<file path="config.mk">
export PLATFORM = sky130hd
export DESIGN_NAME = nvs_sequencer
export DESIGN_NICKNAME = d
export VERILOG_FILES = /design/src/rtl/nvs_pkg.sv /design/src/rtl/nvs_trig_arb.sv /design/src/rtl/nvs_seq_ctrl.sv /design/src/rtl/nvs_bus_gate.sv /design/src/rtl/nvs_mem_pair.sv /design/src/rtl/nvs_sequencer.sv
export SDC_FILE = /design/constraint.sdc
export NUM_CORES = 1
export LEC_CHECK = 0
export BUFFER_PORTS_ARGS = -buffer_cell sky130_fd_sc_hd__buf_2
export CORE_UTILIZATION = 65
export CTS_CLUSTER_DIAMETER = 200
export DETAILED_ROUTE_END_ITERATION = 6
export GPL_TIMING_DRIVEN = 0
export PLACE_DENSITY = 0.82
export SYNTH_ARGS = -nofsm -noshare
export SYNTH_HDL_FRONTEND = slang
export SYNTH_HIERARCHICAL = 1
export SYNTH_SLANG_ARGS = --single-unit
</file>
<file path="constraint.sdc">
create_clock -name clk -period 5.9 [get_ports clk]
set_clock_uncertainty 0.15 [all_clocks]
set_input_delay 0.295 -clock clk [delete_from_list [all_inputs] [get_ports clk]]
set_output_delay 0.295 -clock clk [all_outputs]
set_load 0.05 [all_outputs]
</file>
<file path="src/rtl/nvs_pkg.sv">
package nvs_pkg;

  typedef enum logic [1:0] {
    OP_IDLE   = 2'd0,
    OP_STORE  = 2'd1,
    OP_RECALL = 2'd2
  } nvs_op_e;

  // Factory image loaded into the shadow array at first power-on.
  function automatic logic [31:0] factory_word(input int unsigned idx);
    return 32'(idx * 32'd37 + 32'd5);
  endfunction

  // Trigger priority: power-down store, power-up recall, hardware store,
  // software store, software recall.
  function automatic nvs_op_e arbitrate(input logic pd_store, input logic pu_recall,
                                        input logic hw_store, input logic sws,
                                        input logic swr);
    if (pd_store)       return OP_STORE;
    else if (pu_recall) return OP_RECALL;
    else if (hw_store)  return OP_STORE;
    else if (sws)       return OP_STORE;
    else if (swr)       return OP_RECALL;
    else                return OP_IDLE;
  endfunction

endpackage

</file>
<file path="src/rtl/nvs_trig_arb.sv">
module nvs_trig_arb
  import nvs_pkg::*;
(
  input  logic clk,
  input  logic rst_n,
  input  logic pwr_fail,
  input  logic hw_store_n,
  input  logic sw_store,
  input  logic sw_recall,
  input  logic idle,
  input  logic dirty,
  output logic start_store,
  output logic start_recall
);

  logic    pwr_q;
  logic    hw_q;
  logic    evt_pd;
  logic    evt_pu;
  logic    evt_hw;
  nvs_op_e winner;

  always_ff @(posedge clk or negedge rst_n) begin
    if (!rst_n) begin
      pwr_q <= 1'b0;
      hw_q  <= 1'b1;
    end else begin
      pwr_q <= pwr_fail;
      hw_q  <= hw_store_n;
    end
  end

  assign evt_pd = pwr_fail & ~pwr_q;
  assign evt_pu = ~pwr_fail & pwr_q;
  assign evt_hw = ~hw_store_n & hw_q;

  always_comb begin
    winner       = arbitrate(evt_pd, evt_pu, evt_hw, sw_store, sw_recall);
    start_store  = idle && (winner == OP_STORE) && dirty;
    start_recall = idle && (winner == OP_RECALL);
  end

  AST_ONE_START: assert property (@(posedge clk) disable iff (!rst_n)
    $onehot0({start_store, start_recall})) else $error("two starts");
  AST_STORE_NEEDS_DIRTY: assert property (@(posedge clk) disable iff (!rst_n)
    start_store |-> dirty) else $error("store on clean image");
  AST_START_ONLY_IDLE: assert property (@(posedge clk) disable iff (!rst_n)
    (start_store || start_recall) |-> idle) else $error("start while busy");

endmodule

</file>
<file path="src/rtl/nvs_seq_ctrl.sv">
module nvs_seq_ctrl
  import nvs_pkg::*;
#(
  parameter int STORE_CYC  = 8,
  parameter int RECALL_CYC = 5
) (
  input  logic clk,
  input  logic rst_n,
  input  logic start_store,
  input  logic start_recall,
  output logic busy,
  output logic store_done,
  output logic recall_done
);

  localparam int MAX_CYC = (STORE_CYC > RECALL_CYC) ? STORE_CYC : RECALL_CYC;
  localparam int CW      = (MAX_CYC < 2) ? 1 : $clog2(MAX_CYC);

  nvs_op_e         op_q;
  logic [CW-1:0]   cnt_q;
  logic [CW-1:0]   last_cnt;
  logic            at_end;

  function automatic logic [CW-1:0] op_last(input nvs_op_e op);
    return (op == OP_STORE) ? CW'(STORE_CYC - 1) : CW'(RECALL_CYC - 1);
  endfunction

  assign last_cnt    = op_last(op_q);
  assign busy        = (op_q != OP_IDLE);
  assign at_end      = busy && (cnt_q == last_cnt);
  assign store_done  = at_end && (op_q == OP_STORE);
  assign recall_done = at_end && (op_q == OP_RECALL);

  always_ff @(posedge clk or negedge rst_n) begin
    if (!rst_n) begin
      op_q  <= OP_RECALL;
      cnt_q <= '0;
    end else if (op_q == OP_IDLE) begin
      cnt_q <= '0;
      if (start_store)       op_q <= OP_STORE;
      else if (start_recall) op_q <= OP_RECALL;
    end else if (at_end) begin
      op_q  <= OP_IDLE;
      cnt_q <= '0;
    end else begin
      cnt_q <= cnt_q + CW'(1);
    end
  end

  AST_CNT_RANGE: assert property (@(posedge clk) disable iff (!rst_n)
    busy |-> (cnt_q <= last_cnt)) else $error("counter overrun");
  AST_BUSY_HOLD: assert property (@(posedge clk) disable iff (!rst_n)
    (busy && !at_end) |=> busy) else $error("op ended early");
  AST_END_IDLE: assert property (@(posedge clk) disable iff (!rst_n)
    at_end |=> !busy) else $error("op did not end");

endmodule

</file>
<file path="src/rtl/nvs_bus_gate.sv">
module nvs_bus_gate (
  input  logic clk,
  input  logic rst_n,
  input  logic ce_n,
  input  logic oe_n,
  input  logic we_n,
  input  logic hw_store_n,
  input  logic busy,
  input  logic op_done,
  output logic rd_req,
  output logic wr_req,
  output logic dirty
);

  logic lock_q;
  logic dirty_q;
  logic bus_open;

  assign bus_open = ~busy & hw_store_n & ~ce_n;
  assign rd_req   = bus_open & ~oe_n & we_n;
  assign wr_req   = bus_open & ~we_n & ~lock_q;
  assign dirty    = dirty_q;

  always_ff @(posedge clk or negedge rst_n) begin
    if (!rst_n) begin
      lock_q  <= 1'b0;
      dirty_q <= 1'b0;
    end else begin
      if (op_done)      lock_q <= ~ce_n & ~we_n;
      else if (we_n)    lock_q <= 1'b0;
      if (op_done)      dirty_q <= 1'b0;
      else if (wr_req)  dirty_q <= 1'b1;
    end
  end

  AST_NO_ACCESS_BUSY: assert property (@(posedge clk) disable iff (!rst_n)
    busy |-> !(rd_req || wr_req)) else $error("access while busy");
  AST_HW_PIN_BLOCKS: assert property (@(posedge clk) disable iff (!rst_n)
    !hw_store_n |-> !(rd_req || wr_req)) else $error("access with pin low");
  AST_LOCK_BLOCKS: assert property (@(posedge clk) disable iff (!rst_n)
    (op_done && !ce_n && !we_n) |=> (we_n || !wr_req)) else $error("held write passed");
  AST_DONE_CLEARS_DIRTY: assert property (@(posedge clk) disable iff (!rst_n)
    op_done |=> !dirty_q) else $error("dirty survived op");
  AST_WRITE_SETS_DIRTY: assert property (@(posedge clk) disable iff (!rst_n)
    wr_req |=> dirty_q) else $error("write left clean");

endmodule

</file>
<file path="src/rtl/nvs_mem_pair.sv">
module nvs_mem_pair
  import nvs_pkg::*;
#(
  parameter int DEPTH  = 16,
  parameter int WIDTH  = 8,
  parameter int ADDR_W = $clog2(DEPTH)
) (
  input  logic              clk,
  input  logic              rst_n,
  input  logic [ADDR_W-1:0] addr,
  input  logic [WIDTH-1:0]  wdata,
  input  logic              rd_req,
  input  logic              wr_req,
  input  logic              store_done,
  input  logic              recall_done,
  output logic [WIDTH-1:0]  rdata,
  output logic              rd_valid
);

  logic [WIDTH-1:0] sram_q   [DEPTH];
  logic [WIDTH-1:0] shadow_q [DEPTH];
  logic [WIDTH-1:0] rdata_q;
  logic             rd_valid_q;

  always_ff @(posedge clk or negedge rst_n) begin
    if (!rst_n) begin
      for (int i = 0; i < DEPTH; i++) begin
        sram_q[i]   <= '0;
        shadow_q[i] <= WIDTH'(factory_word(i));
      end
    end else begin
      for (int i = 0; i < DEPTH; i++) begin
        if (wr_req && (addr == ADDR_W'(i))) sram_q[i] <= wdata;
        else if (recall_done)               sram_q[i] <= shadow_q[i];
        if (store_done)                     shadow_q[i] <= sram_q[i];
      end
    end
  end

  always_ff @(posedge clk or negedge rst_n) begin
    if (!rst_n) begin
      rdata_q    <= '0;
      rd_valid_q <= 1'b0;
    end else begin
      rd_valid_q <= rd_req;
      if (rd_req) rdata_q <= sram_q[addr];
    end
  end

  assign rdata    = rdata_q;
  assign rd_valid = rd_valid_q;

  AST_STORE_COPIES: assert property (@(posedge clk) disable iff (!rst_n)
    store_done |=> (shadow_q[DEPTH-1] == $past(sram_q[DEPTH-1]))) else $error("store copy");
  AST_RECALL_COPIES: assert property (@(posedge clk) disable iff (!rst_n)
    recall_done |=> (sram_q[0] == shadow_q[0])) else $error("recall copy");
  AST_NO_OVERLAP: assert property (@(posedge clk) disable iff (!rst_n)
    !(wr_req && (store_done || recall_done))) else $error("write during op");

endmodule

</file>
<file path="src/rtl/nvs_sequencer.sv">
module nvs_sequencer
  import nvs_pkg::*;
#(
  parameter int DEPTH      = 16,
  parameter int WIDTH      = 8,
  parameter int STORE_CYC  = 8,
  parameter int RECALL_CYC = 5,
  parameter int ADDR_W     = $clog2(DEPTH)
) (
  input  logic              clk,
  input  logic              rst_n,
  input  logic              pwr_fail,
  input  logic              hw_store_n,
  input  logic              sw_store,
  input  logic              sw_recall,
  input  logic              ce_n,
  input  logic              oe_n,
  input  logic              we_n,
  input  logic [ADDR_W-1:0] addr,
  input  logic [WIDTH-1:0]  wdata,
  output logic [WIDTH-1:0]  rdata,
  output logic              rd_valid,
  output logic              busy,
  output logic              dirty
);

  logic start_store;
  logic start_recall;
  logic store_done;
  logic recall_done;
  logic op_done;
  logic rd_req;
  logic wr_req;

  assign op_done = store_done | recall_done;

  nvs_trig_arb u_arb (
    .clk          (clk),
    .rst_n        (rst_n),
    .pwr_fail     (pwr_fail),
    .hw_store_n   (hw_store_n),
    .sw_store     (sw_store),
    .sw_recall    (sw_recall),
    .idle         (~busy),
    .dirty        (dirty),
    .start_store  (start_store),
    .start_recall (start_recall)
  );

  nvs_seq_ctrl #(
    .STORE_CYC  (STORE_CYC),
    .RECALL_CYC (RECALL_CYC)
  ) u_ctrl (
    .clk          (clk),
    .rst_n        (rst_n),
    .start_store  (start_store),
    .start_recall (start_recall),
    .busy         (busy),
    .store_done   (store_done),
    .recall_done  (recall_done)
  );

  nvs_bus_gate u_gate (
    .clk        (clk),
    .rst_n      (rst_n),
    .ce_n       (ce_n),
    .oe_n       (oe_n),
    .we_n       (we_n),
    .hw_store_n (hw_store_n),
    .busy       (busy),
    .op_done    (op_done),
    .rd_req     (rd_req),
    .wr_req     (wr_req),
    .dirty      (dirty)
  );

  nvs_mem_pair #(
    .DEPTH  (DEPTH),
    .WIDTH  (WIDTH),
    .ADDR_W (ADDR_W)
  ) u_mem (
    .clk         (clk),
    .rst_n       (rst_n),
    .addr        (addr),
    .wdata       (wdata),
    .rd_req      (rd_req),
    .wr_req      (wr_req),
    .store_done  (store_done),
    .recall_done (recall_done),
    .rdata       (rdata),
    .rd_valid    (rd_valid)
  );

endmodule

</file>
# Word-level counts from Yosys, hierarchy flattened
# Cells that the tools add are included.
word_totals:
  input_bits: 21
  output_inout_bits: 11
  elab_cells: 179
  ram_bits: 0
  memories: 0
  romBits: 0
  latchBits: 0
  regBits: 274
classes:
  order_cmp: 1
  n_mul: 0
  n_bitwise: 20
  n_reduce_logical: 45
  eq_ne: 21
  shifts: 0
  n_mux: 51
  n_addsub: 1
  n_div: 0
ops:
  columns: ["operator", "n"]
  rows:
  - ["$mux 8", 34]
  - ["$reduce_bool 2->1", 20]
  - ["$bmux 8 s4", 1]
  - ["$eq 4x4->1 const B", 8]
  - ["$logic_and 1x1->1", 22]
  - ["$mux 2", 10]
  - ["$eq 4x3->1 const B", 4]
  - ["$and 1x1->1", 10]
  - ["$eq 4x2->1 const B", 2]
  - ["$not 1->1", 8]
  - ["$mux 3", 2]
  - ["$ge 5x5->1 const B", 1]
  - ["$not 4->5", 1]
  - ["$eq 2x1->1 const B", 2]
  - ["$eq 2x2->1 const B", 2]
  - ["$eq 4x1->1 const B", 1]
  - ["$logic_not 4->1", 1]
  - ["$mux 1", 4]
  - ["$add 3x1->3 const B", 1]
  - ["$eq 3x3->1", 1]
  - ["$ne 3x3->1 const B", 1]
  - ["$logic_not 2->1", 1]
  - ["$reduce_and 2->1", 1]
  - ["$or 1x1->1", 1]

# Depth between registers and ports, before layout
depth:
  depth_word: 10
  depth_mapped: 10
  depth_no_buf: 8

# Hierarchy
# Netlist, hierarchy kept.
modules_own_cells:
  columns: ["module", "area_per_inst_um2", "cells_each", "seq_area_each_um2", "n_inst"]
  rows:
  - ["nvs_mem_pair", 12159.2, 987, 6706.4, 1]
  - ["nvs_seq_ctrl", 262.8, 24, 126.4, 1]
  - ["nvs_trig_arb", 120.1, 11, 51.3, 1]
  - ["nvs_bus_gate", 105.1, 9, 50.0, 1]
  - ["nvs_sequencer", 10.0, 2, 0.0, 1]

# Worst setup path after synthesis
# No wires, ideal clock.
synth_timing:
  path_kind: "register -> register"
  from: "reg u_ctrl.op_q[0]"
  to: "reg u_mem/sram_q[109] (netlist bit)"
  period_less_slack_ps: 3112
  stages_incl_launch_ff: 11
  setup_ps: 123
  path_slack_ps: 2788
  required_ps: 5627
  arrival_time_ps: 2839
  n_path_buf: 2
  path_cell_list: "dfrtp_1 nor2_1 inv_1 or3b_1 nor3_1 nand2_2 or4_1 buf_2 buf_6 nor2_1 a21oi_1"
synth_via:
  elab_chain_cells: 8
  word_cells_on_any_way: 15
  cone_classes: "eq/ne (3); mux (2); bitwise (5); reduce/logical (5)"
synth_rtl:
  columns: ["element", "line_no", "text"]
  rows:
  - ["from (decl)", "nvs_seq_ctrl.sv:19", "nvs_op_e op_q;"]
  - ["from (signal assigned)", "nvs_seq_ctrl.sv:36", "op_q <= OP_RECALL;"]
  - ["from (signal assigned)", "nvs_seq_ctrl.sv:40", "if (start_store) op_q <= OP_STORE;"]
  - ["from (signal assigned)", "nvs_seq_ctrl.sv:41", "else if (start_recall) op_q <= OP_RECALL;"]
  - ["$reduce_bool 2->1 *", "nvs_seq_ctrl.sv:29", "assign busy = (op_q != OP_IDLE);"]
  - ["net busy", "nvs_sequencer.sv:23", "output logic busy,"]
  - ["$not 1->1 *", "nvs_bus_gate.sv:19", "assign bus_open = ~busy & hw_store_n & ~ce_n;"]
  - ["$and 1x1->1 * (2 in a row)", "nvs_bus_gate.sv:19", null]
  - ["$and 1x1->1 * (2 in a row)", "nvs_bus_gate.sv:21", "assign wr_req = bus_open & ~we_n & ~lock_q;"]
  - ["net wr_req", "nvs_sequencer.sv:33", "logic wr_req;"]
  - ["$logic_and 1x1->1 *", "nvs_mem_pair.sv:33", "if (wr_req && (addr == ADDR_W'(i))) sram_q[i] <= wdata;"]
  - ["$mux 8 or $reduce_bool 2->1 (tied branches)", null, null]
  - ["to (signal, indexed assignment)", "nvs_mem_pair.sv:33", null]
  - ["to (signal, indexed assignment)", "nvs_mem_pair.sv:34", "else if (recall_done) sram_q[i] <= shadow_q[i];"]
  - ["to (decl)", "nvs_mem_pair.sv:20", "logic [WIDTH-1:0] sram_q [DEPTH];"]
# Mark *: on every way through the listed nets, which the timed path passes. The rest lies on a longest branch.
# A chain may end at the register's enable or synchronous reset.

# Final worst setup path
layout_timing:
  from: "reg u_ctrl.op_q[0]"
  to: "reg u_mem/sram_q[3] (netlist bit)"
layout_via:
  elab_chain_cells: 8
  word_cells_on_any_way: 15
  cone_classes: "eq/ne (3); mux (2); bitwise (5); reduce/logical (5)"
layout_rtl:
  columns: ["element", "line_no"]
  rows:
  - ["$reduce_bool 2->1 *", "nvs_seq_ctrl.sv:29"]
  - ["$not 1->1 *", "nvs_bus_gate.sv:19"]
  - ["$and 1x1->1 * (2 in a row)", "nvs_bus_gate.sv:19"]
  - ["$and 1x1->1 * (2 in a row)", "nvs_bus_gate.sv:21"]
  - ["net wr_req", "nvs_sequencer.sv:33"]
  - ["$logic_and 1x1->1 *", "nvs_mem_pair.sv:33"]
  - ["$mux 8 or $reduce_bool 2->1 (tied branches)", null]
# Marks and branches as above.

==> results.yml <==
clock_tree:
  cts_buffers: 27
  htreeDepth: 1
  post_cts_resized: 0
  clk_pin_slew_worst_paths_ns: 0.06
  clock_latency_ns: 0.53
  clockBufferDepth: 3
  cts_sinks: 274
  cts_tree: "built"
  cts_root_buf: "clkbuf_16"
synthesis:
  yosysSeqAreaShare: 0.5478
  synth_area_per_cell_um2: 12.25
  synthArstFlopShare: 1.000
  synth_ff_type: "dfrtp_1"
  netlist_area_um2: 12660
  yosys_warnings: 6
  synth_nets: 1055
  synth-seq-cells: 274
  syn-instance-count: 1033
  synth_edf_count: 0
  yosysUniqueCellTypes: 52
worst_setup_path:
  crit_path_end_kind: "register"
  crit_type: "reg -> reg"
  critPathMaxFanout: 10
  crit_path_start_kind: "register"
  required_ns: 6.18
  critPathMaxStageDelay_ns: 0.78
  worstPathCellList: "nor2_1 > inv_1 > or3b_1 > nor3_1 > nand3_1 > nor2_1 > buf_2 > nand2_1 > o21ai_0"
  r2r_slack_ns: 2.04
  crit_path_frequent_cell: "nor2_1"
  arrival_ns: 4.15
  slowest_stage: "nor3_1"
floorplanning:
  die_y_um: 141.5
  die-area_um2: 20040
  boundaryPins: 32
  die_w_um: 141.5
  rows: 50
  coreArea_um2: 18890
  start_util: 0.6699
timing:
  fin_crit_ns: 3.863
  rsz0062_at_grt: "no"
  setup_viol: 0
  period_share: 0.6548
  hold_violations: 0
  max_slew.worst_pin.slew_ns: 1.049
  hold_ws_ns: 0.06862
  setup_tns_ns: 0
  fmax_mhz: 258.9
  slew_violations: 0
  relSlewSlack: 0.3010
global_routing:
  grt_overflow: 0
  grt_usage: 0.3427
  grt_pass1_wl_um: 51120
  grt_start_max_net_pins: 123
  grt_pass1_vias: 8979
  antenna_found_initial: 0
power:
  power_w: 0.006637
  switchingPower_w: 0.002074
  leakagePower_nw: 5.271
  clockPowerShare: 0.241
  intPower_w: 0.004563
  p_sw_frac: 0.3125
  p_per_area_nw_per_um2: 472.8
  peakVddDrop_uv: 210.5
  combPwrFrac: 0.235
  seqPwrFrac: 0.523
route:
  routedWlPerCell_um: 23.91
  drc_errors: 0
  drt-pass1-iter-count: 5
  wl_um: 32830
  postRouteAntennaNets: 0
  drt_iter0_drc: 805
  vias_per_cell: 6.366
  vias: 8740
outcome:
  run_status: "finished clean"
placement:
  placed_area_um2: 13150
  dp_hpwl_um: 21730
  io_buffers: 21
  gp_congestion: 0.9286
cells_and_area:
  final_cell_area_um2: 14040
  multi_input_area_um2: 5315
  final_core_util: 0.7430
  drive_gt1_frac: 0.3055
  syn2layout_area_growth_pct: 10.91
  regArea_um2: 6934
  num-fill-cells: 1250
  diodes: 0
  finish.net_count: 1115
min_path:
  min_path_type: "in -> reg"
run:
  maxCapViolCount: 0
[metal layers]
layer / GRT usage / share of wire / vias to the layer above
met5: 0 / 0 / -
li1: - / - / 3785
met1: 0.4833 / 0.42 / 4465
met2: 0.5258 / 0.46 / 400
met3: 0.06075 / 0.086 / 90
met4: 0.1534 / 0.040 / 0
[cells in the final DEF (no fill, tap or decap), types with 16 or more instances in the layout]
master,count
nor2_1,62
mux4_2,16
mux2i_1,160
mux2_2,128
dfrtp_1,212
a21oi_1,41
clkbuf_1,35
o21ai_0,86
buf_2,64
nand2_1,96
dfstp_2,62
clkbuf_16,27
[critical path, delay by kind of cell (launching register included)]
family          cells  cell delay [ns]
simple gates        6             2.62
buf+inv             2             0.44
flops               1             0.40
compound gates      1             0.15
[registers in the layout, summed over array words and instances, names as in the netlist]
signal	flops
u_arb/hw_q	1
u_mem/sram_q	128
u_mem/shadow_q	128
u_arb/pwr_q	1
u_mem/rd_valid	1
u_gate/lock_q	1
u_mem/rdata	8
u_ctrl/op_q	2
u_ctrl/cnt_q	3
u_gate/dirty	1
[power groups by stage]
stage                     logic [W]  registers, W  clock network, W
after CTS                   0.00156       0.00344           0.00161
after floorplan             0.00111       0.00333                 0
after global placement      0.00146       0.00339                 0
after detailed placement    0.00154       0.00346                 0
after global routing        0.00169       0.00356           0.00169
final                       0.00156       0.00347           0.00160
[repair_timing]
item,4_1_cts,5_1_grt
endpoints found under the setup margin,0,0
hold endpoints to repair,72,0
hold buffers,8,0
setup buffers,0,0
[area by class of cell]
cell class                 instances  area share
buffer                            77     0.02772
sequential                       274      0.4939
tap                              260     0.02317
multi-input combinational        677      0.3786
clock inverter                     6    0.002139
timing repair buffer              31     0.01783
inverter                           5    0.001337
clock buffer                      43     0.05526
[cell usage after synthesis, types with 3 or more instances]
cell        n  area share
dfrtp_1   212        0.42
mux2i_1   160        0.13
mux2_2    128        0.11
nand2_1    96       0.028
o21ai_0    86       0.034
dfstp_2    62        0.13
nor2_1     62       0.018
buf_2      44       0.017
a21oi_1    41       0.016
clkbuf_1   23      0.0068
mux4_2     16       0.028
nand2b_1   10      0.0049
o22ai_1    10      0.0049
a22oi_1     8      0.0047
a31oi_1     8      0.0040
nand3_1     6      0.0024
buf_4       4      0.0024
buf_6       4      0.0036
inv_1       4      0.0012
nor3_1      4      0.0016
nand3b_1    3      0.0018
nor2_2      3      0.0015
nor3_2      3      0.0024
o221a_2     3      0.0027
[per-stage QoR]
step / instances / setup WS, ns
after floorplan: 1033 / 2.788
after CTS: 1373 / 2.267
final: 1373 / 2.037
after global routing: 1373 / 1.918
after detailed placement: 1316 / 2.297
after global placement: 1314 / -0.4576
[worst paths after layout]
check / from / endpoint / depth (start not counted)
max: u_ctrl/op_q[0] / u_mem/sram_q[3] / 9
min: wdata[1] / u_mem/sram_q[49] / 3
max reg2reg: u_ctrl/op_q[0] / u_mem/sram_q[3] / 9
min reg2reg: u_mem/shadow_q[16] / u_mem/shadow_q[16] / 1
max in group asynchronous: rst_n / u_mem/shadow_q[18] / 4
min in group asynchronous: rst_n / u_mem/sram_q[107] / 2
[kinds of logic (layout without fill, tap and decap cells)]
| group | Yosys count | after routing | share of synthesized area |
|---|---|---|---|
| xor gates and xnor gates | 1 | 1 | 0.0006921 |
| buffers and inverters | 82 | 162 | 0.03223 |
| and+or+nand+nor | 208 | 208 | 0.07740 |
| AOI/OAI and AO/OA | 163 | 163 | 0.07197 |
| DFF | 274 | 274 | 0.5478 |
| muxes | 304 | 304 | 0.2689 |
| adders and majority gates | 1 | 1 | 0.0009884 |
(Power assumes the default switching activity.)
